--- src/rtl/bpred_pkg.sv ---
package bpred_pkg;

    localparam int XLEN = 32;

    // result of a target-table probe
    typedef struct packed {
        logic            hit;
        logic [XLEN-1:0] dest;
    } tgt_probe_t;

    // one resolved branch from the execute stage
    typedef struct packed {
        logic            valid;
        logic            taken;
        logic [XLEN-1:0] pc;
        logic [XLEN-1:0] dest;
    } resolve_t;

    // counter helpers; counters are carried in 2 bits, width picks the range
    function automatic logic [1:0] ctr_max(input int unsigned width);
        return (width == 1) ? 2'd1 : 2'd3;
    endfunction

    function automatic logic [1:0] ctr_weak_nt(input int unsigned width);
        return (width == 1) ? 2'd0 : 2'd1;
    endfunction

    function automatic logic [1:0] ctr_step(input logic [1:0] c, input logic up,
                                            input int unsigned width);
        logic [1:0] r;
        r = c;
        if (up && (c != ctr_max(width)))
            r = c + 2'd1;
        else if (!up && (c != 2'd0))
            r = c - 2'd1;
        return r;
    endfunction

endpackage

--- src/rtl/bpred_ghist.sv ---
module bpred_ghist (
    input  logic clk,
    input  logic rst,
    input  logic upd_en,
    input  logic upd_taken,
    output logic ghist
);

    always_ff @(posedge clk) begin
        if (rst)
            ghist <= 1'b0;
        else if (upd_en)
            ghist <= upd_taken;
    end

    AST_GHIST_HOLDS: assert property (@(posedge clk) disable iff (rst)
        !upd_en |=> $stable(ghist));

endmodule

--- src/rtl/bpred_tgt_table.sv ---
module bpred_tgt_table
    import bpred_pkg::*;
#(
    parameter int ENTRIES = 16,
    parameter int IDX_W   = $clog2(ENTRIES),
    parameter int TAG_W   = XLEN - IDX_W - 2
) (
    input  logic             clk,
    input  logic             rst,
    input  logic [IDX_W-1:0] rd_idx,
    input  logic [TAG_W-1:0] rd_tag,
    output tgt_probe_t       probe,
    input  logic             wr_en,
    input  logic [IDX_W-1:0] wr_idx,
    input  logic [TAG_W-1:0] wr_tag,
    input  logic [XLEN-1:0]  wr_dest
);

    logic [ENTRIES-1:0] valid_q;
    logic [TAG_W-1:0]   tag_q  [ENTRIES];
    logic [XLEN-1:0]    dest_q [ENTRIES];

    for (genvar e = 0; e < ENTRIES; e++) begin : g_entry
        logic sel;
        assign sel = wr_en && (wr_idx == IDX_W'(e));

        always_ff @(posedge clk) begin
            if (rst)
                valid_q[e] <= 1'b0;
            else if (sel)
                valid_q[e] <= 1'b1;
        end

        always_ff @(posedge clk) begin
            if (!rst && sel) begin
                tag_q[e]  <= wr_tag;
                dest_q[e] <= wr_dest;
            end
        end
    end

    // asynchronous read: same-cycle writes are not visible until the edge
    always_comb begin
        probe.hit  = valid_q[rd_idx] && (tag_q[rd_idx] == rd_tag);
        probe.dest = dest_q[rd_idx];
    end

    AST_TGT_QUIET_NO_WRITE: assert property (@(posedge clk) disable iff (rst)
        !wr_en |=> $stable(valid_q));

    AST_TGT_VALID_AFTER_WRITE: assert property (@(posedge clk) disable iff (rst)
        wr_en |=> valid_q[$past(wr_idx)]);

endmodule

--- src/rtl/bpred_dir_table.sv ---
module bpred_dir_table
    import bpred_pkg::*;
#(
    parameter int ENTRIES  = 16,
    parameter int CTR_BITS = 2,
    parameter int IDX_W    = $clog2(ENTRIES)
) (
    input  logic             clk,
    input  logic             rst,
    input  logic             rd_bank,
    input  logic [IDX_W-1:0] rd_idx,
    output logic             rd_taken,
    input  logic             wr_en,
    input  logic             wr_bank,
    input  logic [IDX_W-1:0] wr_idx,
    input  logic             wr_taken
);

    localparam int SLOTS = 2 * ENTRIES;
    localparam int SEL_W = IDX_W + 1;

    logic [CTR_BITS-1:0] ctr_q [SLOTS];
    logic [SEL_W-1:0]    rd_sel;
    logic [SEL_W-1:0]    wr_sel;
    logic [1:0]          rd_wide;
    logic [1:0]          wr_wide;
    logic [1:0]          wr_next;

    assign rd_sel  = {rd_bank, rd_idx};
    assign wr_sel  = {wr_bank, wr_idx};
    assign rd_wide = 2'(ctr_q[rd_sel]);
    assign wr_wide = 2'(ctr_q[wr_sel]);
    assign wr_next = ctr_step(wr_wide, wr_taken, CTR_BITS);

    always_ff @(posedge clk) begin
        if (rst) begin
            for (int s = 0; s < SLOTS; s++)
                ctr_q[s] <= CTR_BITS'(ctr_weak_nt(CTR_BITS));
        end else if (wr_en) begin
            ctr_q[wr_sel] <= CTR_BITS'(wr_next);
        end
    end

    // the counter width picks how the direction is read out
    if (CTR_BITS == 1) begin : g_one_bit
        assign rd_taken = rd_wide[0];
    end else begin : g_two_bit
        assign rd_taken = rd_wide[1];
    end

    AST_CTR_RISES_ON_TAKEN: assert property (@(posedge clk) disable iff (rst)
        wr_en && wr_taken |=> ctr_q[$past(wr_sel)] >= $past(ctr_q[wr_sel]));

    AST_CTR_FALLS_ON_NOT_TAKEN: assert property (@(posedge clk) disable iff (rst)
        wr_en && !wr_taken |=> ctr_q[$past(wr_sel)] <= $past(ctr_q[wr_sel]));

    AST_CTR_SINGLE_STEP: assert property (@(posedge clk) disable iff (rst)
        wr_en && (ctr_q[wr_sel] == '0) |=> ctr_q[$past(wr_sel)] <= CTR_BITS'(1));

endmodule

--- src/rtl/bpred_top.sv ---
module bpred_top
    import bpred_pkg::*;
#(
    parameter int TGT_ENTRIES = 16,
    parameter int DIR_ENTRIES = 16,
    parameter int CTR_BITS    = 2
) (
    input  logic            clk,
    input  logic            rst,
    input  logic [XLEN-1:0] fetch_pc,
    output logic            pred_taken,
    output logic [XLEN-1:0] pred_pc,
    input  logic            upd_valid,
    input  logic [XLEN-1:0] upd_pc,
    input  logic            upd_taken,
    input  logic [XLEN-1:0] upd_target
);

    localparam int TIDX_W = $clog2(TGT_ENTRIES);
    localparam int DIDX_W = $clog2(DIR_ENTRIES);
    localparam int TAG_W  = XLEN - TIDX_W - 2;

    resolve_t   res;
    tgt_probe_t probe;
    logic       ghist;
    logic       dir_taken;

    assign res = '{valid: upd_valid, taken: upd_taken, pc: upd_pc, dest: upd_target};

    bpred_ghist u_ghist (
        .clk       (clk),
        .rst       (rst),
        .upd_en    (res.valid),
        .upd_taken (res.taken),
        .ghist     (ghist)
    );

    bpred_tgt_table #(
        .ENTRIES (TGT_ENTRIES)
    ) u_tgt (
        .clk     (clk),
        .rst     (rst),
        .rd_idx  (fetch_pc[TIDX_W+1:2]),
        .rd_tag  (fetch_pc[XLEN-1:TIDX_W+2]),
        .probe   (probe),
        .wr_en   (res.valid && res.taken),
        .wr_idx  (res.pc[TIDX_W+1:2]),
        .wr_tag  (res.pc[XLEN-1:TIDX_W+2]),
        .wr_dest (res.dest)
    );

    bpred_dir_table #(
        .ENTRIES  (DIR_ENTRIES),
        .CTR_BITS (CTR_BITS)
    ) u_dir (
        .clk      (clk),
        .rst      (rst),
        .rd_bank  (ghist),
        .rd_idx   (fetch_pc[DIDX_W+1:2]),
        .rd_taken (dir_taken),
        .wr_en    (res.valid),
        .wr_bank  (ghist),
        .wr_idx   (res.pc[DIDX_W+1:2]),
        .wr_taken (res.taken)
    );

    assign pred_taken = probe.hit && dir_taken;
    assign pred_pc    = pred_taken ? probe.dest : fetch_pc + XLEN'(4);

    AST_TAKEN_NEEDS_HIT: assert property (@(posedge clk) disable iff (rst)
        pred_taken |-> probe.hit);

    AST_RESET_FORGETS: assert property (@(posedge clk)
        rst |=> !pred_taken);

    AST_UPD_ALIGNED: assert property (@(posedge clk) disable iff (rst)
        upd_valid |-> (upd_pc[1:0] == 2'b00));

    initial begin
        assert (TAG_W > 0);
    end

endmodule

--- config.mk ---
export PLATFORM = sky130hd
export DESIGN_NAME = bpred_top
export DESIGN_NICKNAME = d
export VERILOG_FILES = /design/src/rtl/bpred_pkg.sv /design/src/rtl/bpred_ghist.sv /design/src/rtl/bpred_tgt_table.sv /design/src/rtl/bpred_dir_table.sv /design/src/rtl/bpred_top.sv
export SDC_FILE = /design/constraint.sdc
export NUM_CORES = 1
export LEC_CHECK = 0
export BUFFER_PORTS_ARGS = -buffer_cell sky130_fd_sc_hd__buf_2
export CORE_MARGIN = 2
export CORE_UTILIZATION = 62
export CTS_CLUSTER_DIAMETER = 120
export DETAILED_ROUTE_END_ITERATION = 16
export PLACE_DENSITY = 0.8
export SLEW_MARGIN = 15
export SYNTH_ARGS = -nofsm -noshare
export SYNTH_HDL_FRONTEND = slang
export SYNTH_SLANG_ARGS = --single-unit
--- constraint.sdc ---
create_clock -name clk -period 5.15 [get_ports clk]
set_clock_uncertainty 0.05 [all_clocks]
set_input_delay 0.7725 -clock clk [delete_from_list [all_inputs] [get_ports clk]]
set_output_delay 0.7725 -clock clk [all_outputs]
set_load 0.05 [all_outputs]
==> flow_summary_export.csv <==
group,metric,value,unit
synth,yosysSeqAreaShare,72.9,%
clock_tree,ctsHoldBuffers,0,
routing,drc_errors,0,
worst_setup_path,worstSetupPathType,"input port to primary output",
sta,tightest_slew,0.968,ns
floorplan,rows,94,
worst_setup_path,end_kind,"primary output",
clock_tree,h-tree-depth,3,
pwr,ir_worst_vdd,285,uV
pwr,power_frac_comb,6.5,%
sta,setup_slack,-0.0982,ns
finish,fin_nets,2338,
floorplan,core,0.0659,mm^2
synth,synth-seq-cells,1009,
sta,hold_viol_final,0,
status,violations,"negative setup slack",
global_routing,grt_pass1_wl,151,mm
routing,first_iter_violations,3411,
clock_tree,clock_latency,0.65,ns
finish,layout_commonest_cell,"edfxtp_1",
min_path,hold_depth,2,
finish,area_delta_synth_final,13.8,%
worst_setup_path,r2r_end,"u_dir.ctr_q[17][0]$_SDFFCE_PN1P_",
synth,syn_inst,2006,
global_routing,grt_use_total,30.4,%
min_path,hold_class,"flop to flop",
worst_setup_path,path_common_cell,"buf_12",
worst_setup_path,crit_end,"pred_pc[20]",
worst_setup_path,cp_cell_sequence,"buf_16 > buf_4 > mux4_2 > o21ai_0 > o32ai_1 > a2111oi_2 > nand4_1 > nor4_4 > buf_12 > buf_12 > mux2_4 > buf_2",
global_routing,grt_max_degree,94,
flow_run,maxCapViolations,0,
clock_tree,cts_made_buffers,97,
sta,hold_slack,0.422,ns
pwr,power.leakage,15.3,nW
finish,multi_input_area,0.0106,mm^2
synth,synth_area,0.0413,mm^2
routing,wl_per_cell,33.0,um
synth,syn-num-nets,2109,
synth,synth_ff_type,"edfxtp_1",
synth,synth_async_sr_flop_share,0,%
routing,routed_wirelength,105,mm
sta,setup_viol,31,
global_routing,globalRouteOverflowTotal,0,
worst_setup_path,cpPeakStageDelay,0.50,ns
floorplan,die_area,0.0688,mm^2
pwr,powerDensity,370,mW/mm^2
global_routing,grtUsageMet2,48.7,%
worst_setup_path,arrival,4.43,ns
worst_setup_path,reg2reg_setup_slack,1.87,ns
worst_setup_path,path_max_fanout,19,
sta,finalCriticalPeriod,5.25,ns
worst_setup_path,slowest_stage,"mux4_2",
pwr,pwr-share-seq,52.3,%
place,gp_congestion,1.00,
finish,mostFrequentLayoutCells,"edfxtp_1 (992), mux4_2 (257), buf_2 (125)",
synth,synth.avg_cell_area,20.6,um^2
worst_setup_path,r2r_start,"u_dir.ctr_q[3][1]$_SDFFCE_PN0P_",
clock_tree,cts.clk_slew.worst_paths,0.06,ns
synth,synth_edf_count,992,
worst_setup_path,reg2reg_depth,9,
global_routing,antenna_found_initial,12,
floorplan,fp.dieW,262,um
pwr,power_frac_clock,41.2,%
finish,n_fill_cell,3742,
sta,finalMaxSlewViolations,0,
status,outcome,"complete, but fails checks",
clock_tree,cts.sink_count,1009,
place,io_buffers,130,
sta,max_slew_margin,35.3,%
clock_tree,cts_root_buf,"clkbuf_16",
pwr,switching_power,3.74,mW
routing,num_vias,22100,
finish,drive_gt1_share,31.6,%
routing,viasPerCell,6.96,
pwr,intPower,13.7,mW
finish,seqCellArea,0.0301,mm^2
pwr,switching_share,21.5,%
synth,yosys_warnings,0,
sta,min_period_over_period,102,%
finish,fin_util,71.5,%
global_routing,grt_use_met3,6.22,%
place,place_ws,-0.0956,ns
global_routing,busiest_layer,"met2",
clock_tree,clk_path_buf_depth,3,
global_routing,gr-usage-met1,41.7,%
floorplan,start_util,62.8,%
synth,synthDistinctLibCells,71,
routing,antenna_left,0,
floorplan,io_pins,133,
clock_tree,cts_tree,"built",
sta,timing.fmax,191,MHz
pwr,power,17.4,mW
global_routing,first_global_vias,22500,
worst_setup_path,crit_path_start,"fetch_pc[2]",
place,place_hpwl,57.9,mm
worst_setup_path,required,4.33,ns
worst_setup_path,startpoint_type,"input port",
routing,drt_first_pass_iters,6,
floorplan,die_height,262,um
worst max-delay path: cells and delay by family:
kind / cells / cell delay, ns
mux: 2 / 0.83
compound gates: 3 / 1.12
buf+inv: 5 / 0.90
simple gates: 2 / 0.77
metrics by stage:
| step | setup TNS [ns] | instance area [um^2] | std cells |
|---|---|---|---|
| floorplan | 0 | 41300 | 2006 |
| global placement | -1.33 | 43500 | 2972 |
| detailed placement | -2.17 | 43500 | 2972 |
| CTS | 0 | 46800 | 3156 |
| global route | -1.62 | 47100 | 3178 |
| finish | -2.01 | 47100 | 3182 |
worst min path at each step:
stage / startpoint / end / slack, ns
CTS: upd_valid / u_ghist.ghist$_SDFFE_PP0P_ / 0.40
floorplan: u_tgt.valid_q[12]$_SDFFE_PP0P_ / u_tgt.valid_q[12]$_SDFFE_PP0P_ / 0.40
global route: upd_pc[29] / u_tgt.tag_q[7][23]$_DFFE_PP_ / 0.43
global placement: u_tgt.valid_q[1]$_SDFFE_PP0P_ / u_tgt.valid_q[1]$_SDFFE_PP0P_ / 0.40
detailed placement: u_tgt.valid_q[5]$_SDFFE_PP0P_ / u_tgt.valid_q[5]$_SDFFE_PP0P_ / 0.41
finish: u_tgt.valid_q[5]$_SDFFE_PP0P_ / u_tgt.valid_q[5]$_SDFFE_PP0P_ / 0.42
state kept, by name, summed over array words and instances, names as in the netlist:
name / cells
u_tgt.tag_q: 416
u_dir.ctr_q: 64
u_tgt.valid_q: 16
u_tgt.dest_q: 512
u_ghist.ghist: 1
Yosys cell counts, types with 15 or more instances:
library cell	n	area [um^2]
edfxtp_1	992	29800
mux4_2	257	5790
nand2_1	79	297
nor2_1	78	293
mux2i_1	58	581
clkbuf_1	43	161
nand3_1	34	170
inv_1	33	124
xnor2_1	30	263
mux2_4	29	435
mux4_1	28	736
nor3_1	27	135
o22ai_1	25	156
buf_2	20	100
buf_4	20	150
nand2b_1	19	119
dfxtp_1	17	340
xor2_1	17	149
or2_2	16	100
nor2b_1	15	93.8
area by class of cell:
type                    count  area share (%)
clock inverters            54            1.34
repair buffers            246            4.18
clock buffers             119            5.42
diodes                      9          0.0479
multi-input cells         848            22.4
flip-flops and latches   1009            64.0
inverters                  33           0.266
well taps                 864            2.30
power groups by stage:
stage / combinational (mW) / sequential, mW / clock (mW)
finish: 1.13 / 9.10 / 7.17
detailed placement: 1.06 / 9.27 / 0
global placement: 1.03 / 9.26 / 0
floorplan: 0.679 / 9.27 / 0
global route: 1.18 / 9.10 / 7.53
CTS: 1.09 / 9.10 / 7.24
metal layers:
| layer | part of all wire (%) | wire (um) |
|---|---|---|
| met5 | 0.061 | 64 |
| met2 | 49 | 51800 |
| met3 | 11 | 11400 |
| met1 | 36 | 37700 |
| met4 | 3.9 | 4040 |
cell families (layout without fill, tap and decap cells):
logic type / count (synthesis) / after routing / synth area share [%]
AOI/OAI and AO/OA: 103 / 103 / 1.78
DFF: 1009 / 1009 / 72.9
xor gates and xnor gates: 47 / 47 / 0.996
buffers and inverters: 149 / 452 / 2.07
other: 0 / 9 / 0
and+or+nand+nor: 319 / 319 / 3.84
adders and majority gates: 3 / 3 / 0.0908
muxes: 376 / 376 / 18.3
what timing repair did:
action	4_1_cts	5_1_grt
buffers inserted	11	14
resized for setup	9	16
pin swaps	3	6
gates cloned	0	3
endpoints found under the setup margin	32	33
Note: power is estimated with default switching activity, not from simulation.
